`config.mk`:
```
export PLATFORM = sky130hd
export DESIGN_NAME = dma_stop_poll_ctrl
export DESIGN_NICKNAME = d
export VERILOG_FILES = /design/src/rtl/gsp_pkg.sv /design/src/rtl/gstop_unit.sv /design/src/rtl/poll_timer.sv /design/src/rtl/halt_status.sv /design/src/rtl/dma_stop_poll_ctrl.sv
export SDC_FILE = /design/constraint.sdc
export NUM_CORES = 1
export LEC_CHECK = 0
export ABC_AREA = 1
export BUFFER_PORTS_ARGS = -buffer_cell sky130_fd_sc_hd__buf_2
export CAP_MARGIN = 20
export CORE_MARGIN = 1.5
export CORE_UTILIZATION = 47
export CTS_BUF_LIST = sky130_fd_sc_hd__clkbuf_16
export CTS_CLUSTER_DIAMETER = 60
export DETAILED_ROUTE_END_ITERATION = 6
export GPL_TIMING_DRIVEN = 0
export PLACE_DENSITY = 0.82
export SETUP_SLACK_MARGIN = 0.4
export SLEW_MARGIN = 0
export SYNTH_ARGS = -nofsm -noshare
export SYNTH_HDL_FRONTEND = slang
export SYNTH_HIERARCHICAL = 1
export SYNTH_SLANG_ARGS = --single-unit
```
`constraint.sdc`:
```
create_clock -name clk -period 2.15 [get_ports clk]
set_input_delay 0.43 -clock clk [delete_from_list [all_inputs] [get_ports clk]]
set_output_delay 0.43 -clock clk [all_outputs]
set_load 0.01 [all_outputs]
```
`src/rtl/gsp_pkg.sv`:
```
package gsp_pkg;
    localparam int CTRL_RX_STOP_BIT   = 3;
    localparam int CTRL_TX_STOP_BIT   = 4;
    localparam int CTRL_WAIT_POLL_BIT = 6;
    localparam int TX_HALT_TOP        = 31;
    localparam int RX_HALT_TOP        = 23;

    typedef struct packed {
        logic rx_stop;
        logic tx_stop;
        logic wait_poll;
    } ctrl_bits_t;

    typedef enum logic {
        POLL_IDLE = 1'b0,
        POLL_RUN  = 1'b1
    } poll_state_e;

    function automatic ctrl_bits_t decode_ctrl(input logic rx_b, input logic tx_b,
                                               input logic wt_b);
        ctrl_bits_t c;
        c.rx_stop   = rx_b;
        c.tx_stop   = tx_b;
        c.wait_poll = wt_b;
        return c;
    endfunction

    function automatic int poll_period(input int clk_hz, input int poll_hz);
        return clk_hz / poll_hz;
    endfunction
endpackage

```
`src/rtl/gstop_unit.sv`:
```
module gstop_unit (
    input  logic clk,
    input  logic rst,
    input  logic req,
    input  logic busy,
    output logic done
);
    logic pend_q;
    logic done_q;

    always_ff @(posedge clk) begin
        if (rst) begin
            pend_q <= 1'b0;
            done_q <= 1'b0;
        end else begin
            done_q <= (req || pend_q) && !busy;
            pend_q <= busy && (req || pend_q);
        end
    end

    assign done = done_q;

    AST_STOP_IMMEDIATE: assert property (@(posedge clk) disable iff (rst)
        req && !busy |=> done);
    AST_STOP_DEFERRED: assert property (@(posedge clk) disable iff (rst)
        busy |=> !done);
endmodule

```
`src/rtl/poll_timer.sv`:
```
module poll_timer #(
    parameter int CYCLES = 1000000
) (
    input  logic clk,
    input  logic rst,
    input  logic ctrl_wr,
    input  logic wait_new,
    input  logic wait_q,
    input  logic stop_tx_q,
    output logic poll_req
);
    import gsp_pkg::*;

    localparam int CW = (CYCLES > 2) ? $clog2(CYCLES) : 1;
    localparam logic [CW-1:0] RELOAD = CW'(CYCLES - 1);

    poll_state_e state_q;
    logic [CW-1:0] cnt_q;
    logic req_q;
    logic expire;
    logic reload;

    assign expire = (state_q == POLL_RUN) && (cnt_q == '0);
    assign reload = (ctrl_wr && !wait_new) || (expire && !wait_q);

    always_ff @(posedge clk) begin
        if (rst) begin
            state_q <= POLL_IDLE;
            cnt_q   <= '0;
            req_q   <= 1'b0;
        end else begin
            req_q <= expire && !wait_q && !stop_tx_q;
            if (reload) begin
                cnt_q   <= RELOAD;
                state_q <= POLL_RUN;
            end else if (expire) begin
                state_q <= POLL_IDLE;
            end else if (state_q == POLL_RUN) begin
                cnt_q <= cnt_q - 1'b1;
            end
        end
    end

    assign poll_req = req_q;

    AST_POLL_IDLE_QUIET: assert property (@(posedge clk) disable iff (rst)
        (state_q == POLL_IDLE) |=> !poll_req);
    AST_POLL_STOP_GATES: assert property (@(posedge clk) disable iff (rst)
        stop_tx_q |=> !poll_req);
    AST_POLL_WAIT_GATES: assert property (@(posedge clk) disable iff (rst)
        wait_q |=> !poll_req);
endmodule

```
`src/rtl/halt_status.sv`:
```
module halt_status #(
    parameter int NR            = 8,
    parameter bit ONLY_IF_CLEAR = 1'b0
) (
    input  logic          clk,
    input  logic          rst,
    input  logic          wr,
    input  logic [NR-1:0] field,
    input  logic [NR-1:0] set,
    output logic [NR-1:0] halt,
    output logic [NR-1:0] restart
);
    logic [NR-1:0] hit;
    logic [NR-1:0] grant;
    logic [NR-1:0] halt_q;
    logic [NR-1:0] restart_q;

    for (genvar i = 0; i < NR; i++) begin : g_ring
        assign hit[i] = wr && field[NR-1-i];
        if (ONLY_IF_CLEAR) begin : g_cond
            assign grant[i] = hit[i] && !halt_q[i];
            AST_RESTART_BLOCKED: assert property (@(posedge clk) disable iff (rst)
                hit[i] && halt_q[i] |=> !restart_q[i]);
        end else begin : g_uncond
            assign grant[i] = hit[i];
            AST_RESTART_ALWAYS: assert property (@(posedge clk) disable iff (rst)
                hit[i] |=> restart_q[i]);
        end
        AST_HALT_CLEARED: assert property (@(posedge clk) disable iff (rst)
            hit[i] && !set[i] |=> !halt_q[i]);
        AST_HALT_SET_WINS: assert property (@(posedge clk) disable iff (rst)
            set[i] |=> halt_q[i]);
    end

    always_ff @(posedge clk) begin
        if (rst) begin
            halt_q    <= '0;
            restart_q <= '0;
        end else begin
            halt_q    <= (halt_q & ~hit) | set;
            restart_q <= grant;
        end
    end

    assign halt    = halt_q;
    assign restart = restart_q;
endmodule

```
`src/rtl/dma_stop_poll_ctrl.sv`:
```
module dma_stop_poll_ctrl #(
    parameter int NUM_RINGS = 8,
    parameter int CLK_HZ    = 100000000,
    parameter int POLL_HZ   = 100
) (
    input  logic                 clk,
    input  logic                 rst,
    input  logic                 ctrl_wr,
    input  logic [31:0]          ctrl_wdata,
    input  logic                 tx_stat_wr,
    input  logic                 rx_stat_wr,
    input  logic [31:0]          stat_wdata,
    input  logic                 tx_frame_busy,
    input  logic                 rx_frame_busy,
    input  logic [NUM_RINGS-1:0] tx_halt_set,
    input  logic [NUM_RINGS-1:0] rx_halt_set,
    output logic                 tx_stop_done,
    output logic                 rx_stop_done,
    output logic [NUM_RINGS-1:0] tx_restart,
    output logic [NUM_RINGS-1:0] rx_restart,
    output logic [NUM_RINGS-1:0] tx_halt,
    output logic [NUM_RINGS-1:0] rx_halt
);
    import gsp_pkg::*;

    localparam int POLL_CYCLES = poll_period(CLK_HZ, POLL_HZ);

    ctrl_bits_t wr_bits;
    ctrl_bits_t ctrl_q;
    logic poll_req;
    logic [NUM_RINGS-1:0] tx_stat_restart;
    logic unused_wdata;

    assign unused_wdata = ^{ctrl_wdata, stat_wdata};

    assign wr_bits = decode_ctrl(ctrl_wdata[CTRL_RX_STOP_BIT],
                                 ctrl_wdata[CTRL_TX_STOP_BIT],
                                 ctrl_wdata[CTRL_WAIT_POLL_BIT]);

    always_ff @(posedge clk) begin
        if (rst) begin
            ctrl_q <= '0;
        end else if (ctrl_wr) begin
            ctrl_q <= wr_bits;
        end
    end

    gstop_unit u_rx_stop (
        .clk  (clk),
        .rst  (rst),
        .req  (ctrl_wr && wr_bits.rx_stop),
        .busy (rx_frame_busy),
        .done (rx_stop_done)
    );

    gstop_unit u_tx_stop (
        .clk  (clk),
        .rst  (rst),
        .req  (ctrl_wr && wr_bits.tx_stop),
        .busy (tx_frame_busy),
        .done (tx_stop_done)
    );

    poll_timer #(.CYCLES(POLL_CYCLES)) u_poll (
        .clk       (clk),
        .rst       (rst),
        .ctrl_wr   (ctrl_wr),
        .wait_new  (wr_bits.wait_poll),
        .wait_q    (ctrl_q.wait_poll),
        .stop_tx_q (ctrl_q.tx_stop),
        .poll_req  (poll_req)
    );

    halt_status #(.NR(NUM_RINGS), .ONLY_IF_CLEAR(1'b0)) u_tx_halt (
        .clk     (clk),
        .rst     (rst),
        .wr      (tx_stat_wr),
        .field   (stat_wdata[TX_HALT_TOP -: NUM_RINGS]),
        .set     (tx_halt_set),
        .halt    (tx_halt),
        .restart (tx_stat_restart)
    );

    halt_status #(.NR(NUM_RINGS), .ONLY_IF_CLEAR(1'b1)) u_rx_halt (
        .clk     (clk),
        .rst     (rst),
        .wr      (rx_stat_wr),
        .field   (stat_wdata[RX_HALT_TOP -: NUM_RINGS]),
        .set     (rx_halt_set),
        .halt    (rx_halt),
        .restart (rx_restart)
    );

    assign tx_restart = tx_stat_restart | {{(NUM_RINGS-1){1'b0}}, poll_req};

    AST_POLL_MERGED: assert property (@(posedge clk) disable iff (rst)
        poll_req |-> tx_restart[0]);
    AST_CTRL_WAIT_NO_RELOAD: assert property (@(posedge clk) disable iff (rst)
        ctrl_wr && wr_bits.wait_poll |=> ctrl_q.wait_poll);
endmodule

```
==> run summary <==
Status: completed
Ys async rst share: 0%
First-pass GRT wire length: 10.0 mm
NumNets Final: 534
Avg Inst Size Synth: 7.64 sq um
Pre-CTS setup slack: 381 ps
R2R depth: 8
Share of cells above drive strength 1: 32.8%
Tot GR Track Use: 20.4%
Clk slew on worst S/H paths: 50 ps
Worst skew pair latency: 310 ps
Clock buffer depth: 2
Peak supply drop: 568 uV
FILL cells: 475
Antenna cells: 0
H-tree Lvls: 3
Pwr/cell area: 881 nW/um^2
Post-synth top cells: nand2_1, dfxtp_1, inv_1, nor2_1, a21oi_1
Drt pass-1 iters: 4
Main synth FF type: dfxtp_1
Tcrit/Tclk final: 76.7%
Gr ovfl total: 0
Type of the worst min-delay path: in -> reg
Unrepaired setup endpoints after global routing: false
Post-synth EDFFs: 0
DR DRC count: 0
Gpl congestion: 0.952
Die width: 79.5 um
Required @ worst endpoint: 2350 ps
Post-synthesis compound-gate area fraction: 7.78%
Area contributors post-synth: dfxtp_1, nand2_1, inv_1
Initial Util: 49.4%
Vias/cell: 4.81
Post-layout util: 63.2%
Initial antenna violation count: 0
CP Class: reg -> reg
#FFs+latches synth: 60
Ys Warns: 6
Hold buffer count at cts: 0
Max transition margin: 77.4%
Site Rows: 27
TritonCTS buffer count: 9
Mapped Area: 2750 sq um
Core area: 5570 sq um
Minimum clock period: 1650 ps
Register area share after synthesis: 43.7%
Cell leakage power: 1.82 nW
Max Fanout on Critical Path: 10
Setup violators final: 0
Xor/xnor share of the synthesized area: 1.59%
Layout area overhead: 28.1%
Die area: 6320 sq um
Most numerous cell in the Yosys netlist: nand2_1
Crit end category: register
PnR worst setup slack: 501 ps
Synthesized instance count: 360
Post-synthesis net count: 448
DR vias: 2,515
Post-DP HPWL: 4.44 mm
Routed Wire Length: 6.01 mm
CTS tree: yes
I/O Buffers: 73
Cell variety after synth: 30
Synth Area in Adders: 0.455%
Synth Area in Simple Gates: 35.8%
Synth top area share: 43.7%
Main combinational cell family by area after synthesis: simple AND/OR/NAND/NOR gates
Final Hold Fails: 0
Setup TNS Final: 0 ps
Antenna Nets Post-Route: 0
Final Skew: 4.73 ps
Worst-margin pin slew: 337 ps
Wire length per cell: 11.5 um
IO Pins: 121
Worst hold path stage count: 3
DRT iter0 DRCs: 130
Multiplexer share of the synthesized area: 0%
CP Launch Type: register
Max-slew violations: 0
Via count of the first global-routing pass: 2,438
Critical path arrival: 1850 ps
Die Ht: 79.5 um
Largest net degree at the start of global routing: 14
Clock Sinks: 60
Clock root cell: clkbuf_16
Yosys top cell by area: dfxtp_1
Max cap viols: 0
Highest Clock Rate: 0.606 GHz
registers in the layout (all words and copies together), names as in the netlist, 2 cells and up:
| name | flops |
|---|---|
| u_tx_halt/halt | 8 |
| u_tx_halt/restart | 8 |
| u_poll/cnt_q | 20 |
| ctrl_q | 2 |
| u_rx_halt/halt | 8 |
| u_rx_halt/restart | 8 |
cells in the final DEF (no fill, tap or decap), types with 5 or more instances in the layout:
master | synthesis | final
xor2_1 | 5 | 5
clkbuf_16 | 0 | 9
clkinv_1 | 5 | 7
a21oi_1 | 20 | 20
nand3b_1 | 5 | 5
buf_6 | 6 | 6
dfxtp_1 | 60 | 60
nor2_2 | 6 | 7
o21ai_0 | 7 | 6
nor2_1 | 44 | 43
buf_2 | 2 | 75
nand2_1 | 77 | 75
nand4_1 | 9 | 9
nand2_2 | 17 | 20
nor3_1 | 8 | 8
nand3_1 | 15 | 15
inv_1 | 46 | 47
a21oi_2 | 9 | 9
layer usage:
layer  vias up  part of all wire [%]  GRT usage [%]
met2        75                    48           34.2
met1      1128                    43           22.4
met3         9                   7.5           8.57
met5         -                     0              0
met4         0                   1.4           9.12
li1       1303                     -              -
power breakdown:
part / total (W) / switching (W) / internal, W
Clock: 0.00134 / 0.000459 / 0.000878
Sequential: 0.00123 / 0.0000462 / 0.00118
Combinational: 0.000542 / 0.000331 / 0.000211
cells by family (layout without fill, tap and decap cells):
logic type / after synthesis / after routing
AND/OR/NAND/NOR: 196 / 197
AO/OA/AOI/OAI: 36 / 36
buffers and inverters: 62 / 152
XOR/XNOR: 5 / 5
adder cells (fa/ha/maj): 1 / 1
flip-flops: 60 / 60
critical path: stages (launching register included):
cell and delay, ps:
dfxtp_1 310, inv_1 140, ha_4 190, nand2_2 120
nor2_8 190, a21oi_2 90, buf_2 190, o21ai_0 230
inv_1 70
final timing paths:
kind / startpoint / slack [ps] / end
max reg2reg: u_poll/cnt_q[0] / 500 / u_poll/state_q
min reg2reg: ctrl_q[1] / 430 / u_poll/poll_req
max: u_poll/cnt_q[0] / 500 / u_poll/state_q
min: rx_halt_set[7] / 350 / u_rx_halt/halt[7]
per-stage QoR:
| stage | total power, W | area (sq um) | std cells | hold WS (ps) |
|---|---|---|---|---|
| 3_3_place_gp | 0.00175 | 3210 | 505 | 422 |
| 4_1_cts | 0.00312 | 3500 | 521 | 332 |
| 5_1_grt | 0.00326 | 3520 | 523 | 337 |
| 6_report | 0.00311 | 3520 | 523 | 345 |
| 3_5_place_dp | 0.00177 | 3210 | 505 | 422 |
| 2_1_floorplan | 0.00161 | 2750 | 360 | 398 |
area by class of cell:
cell class / count / area (sq um) / share of cell area (%)
Buffer: 10 / 100 / 2.84
Clock buffer: 9 / 225 / 6.39
Clock inverter: 7 / 58.8 / 1.67
Inverter: 52 / 195 / 5.54
Multi-Input combinational cell: 239 / 1280 / 36.4
Sequential cell: 60 / 1200 / 34.1
Tap cell: 72 / 90.1 / 2.56
Timing Repair Buffer: 74 / 373 / 10.6
repair_timing:
item                                   4_1_cts  5_1_grt
endpoints found under the hold margin        0        0
pin swaps                                    0        2
setup endpoints to repair                   11       14
buffers inserted                             0        1
resized for setup                            2        4
gates cloned                                 0        1
Note: power is estimated with default switching activity, not from simulation.
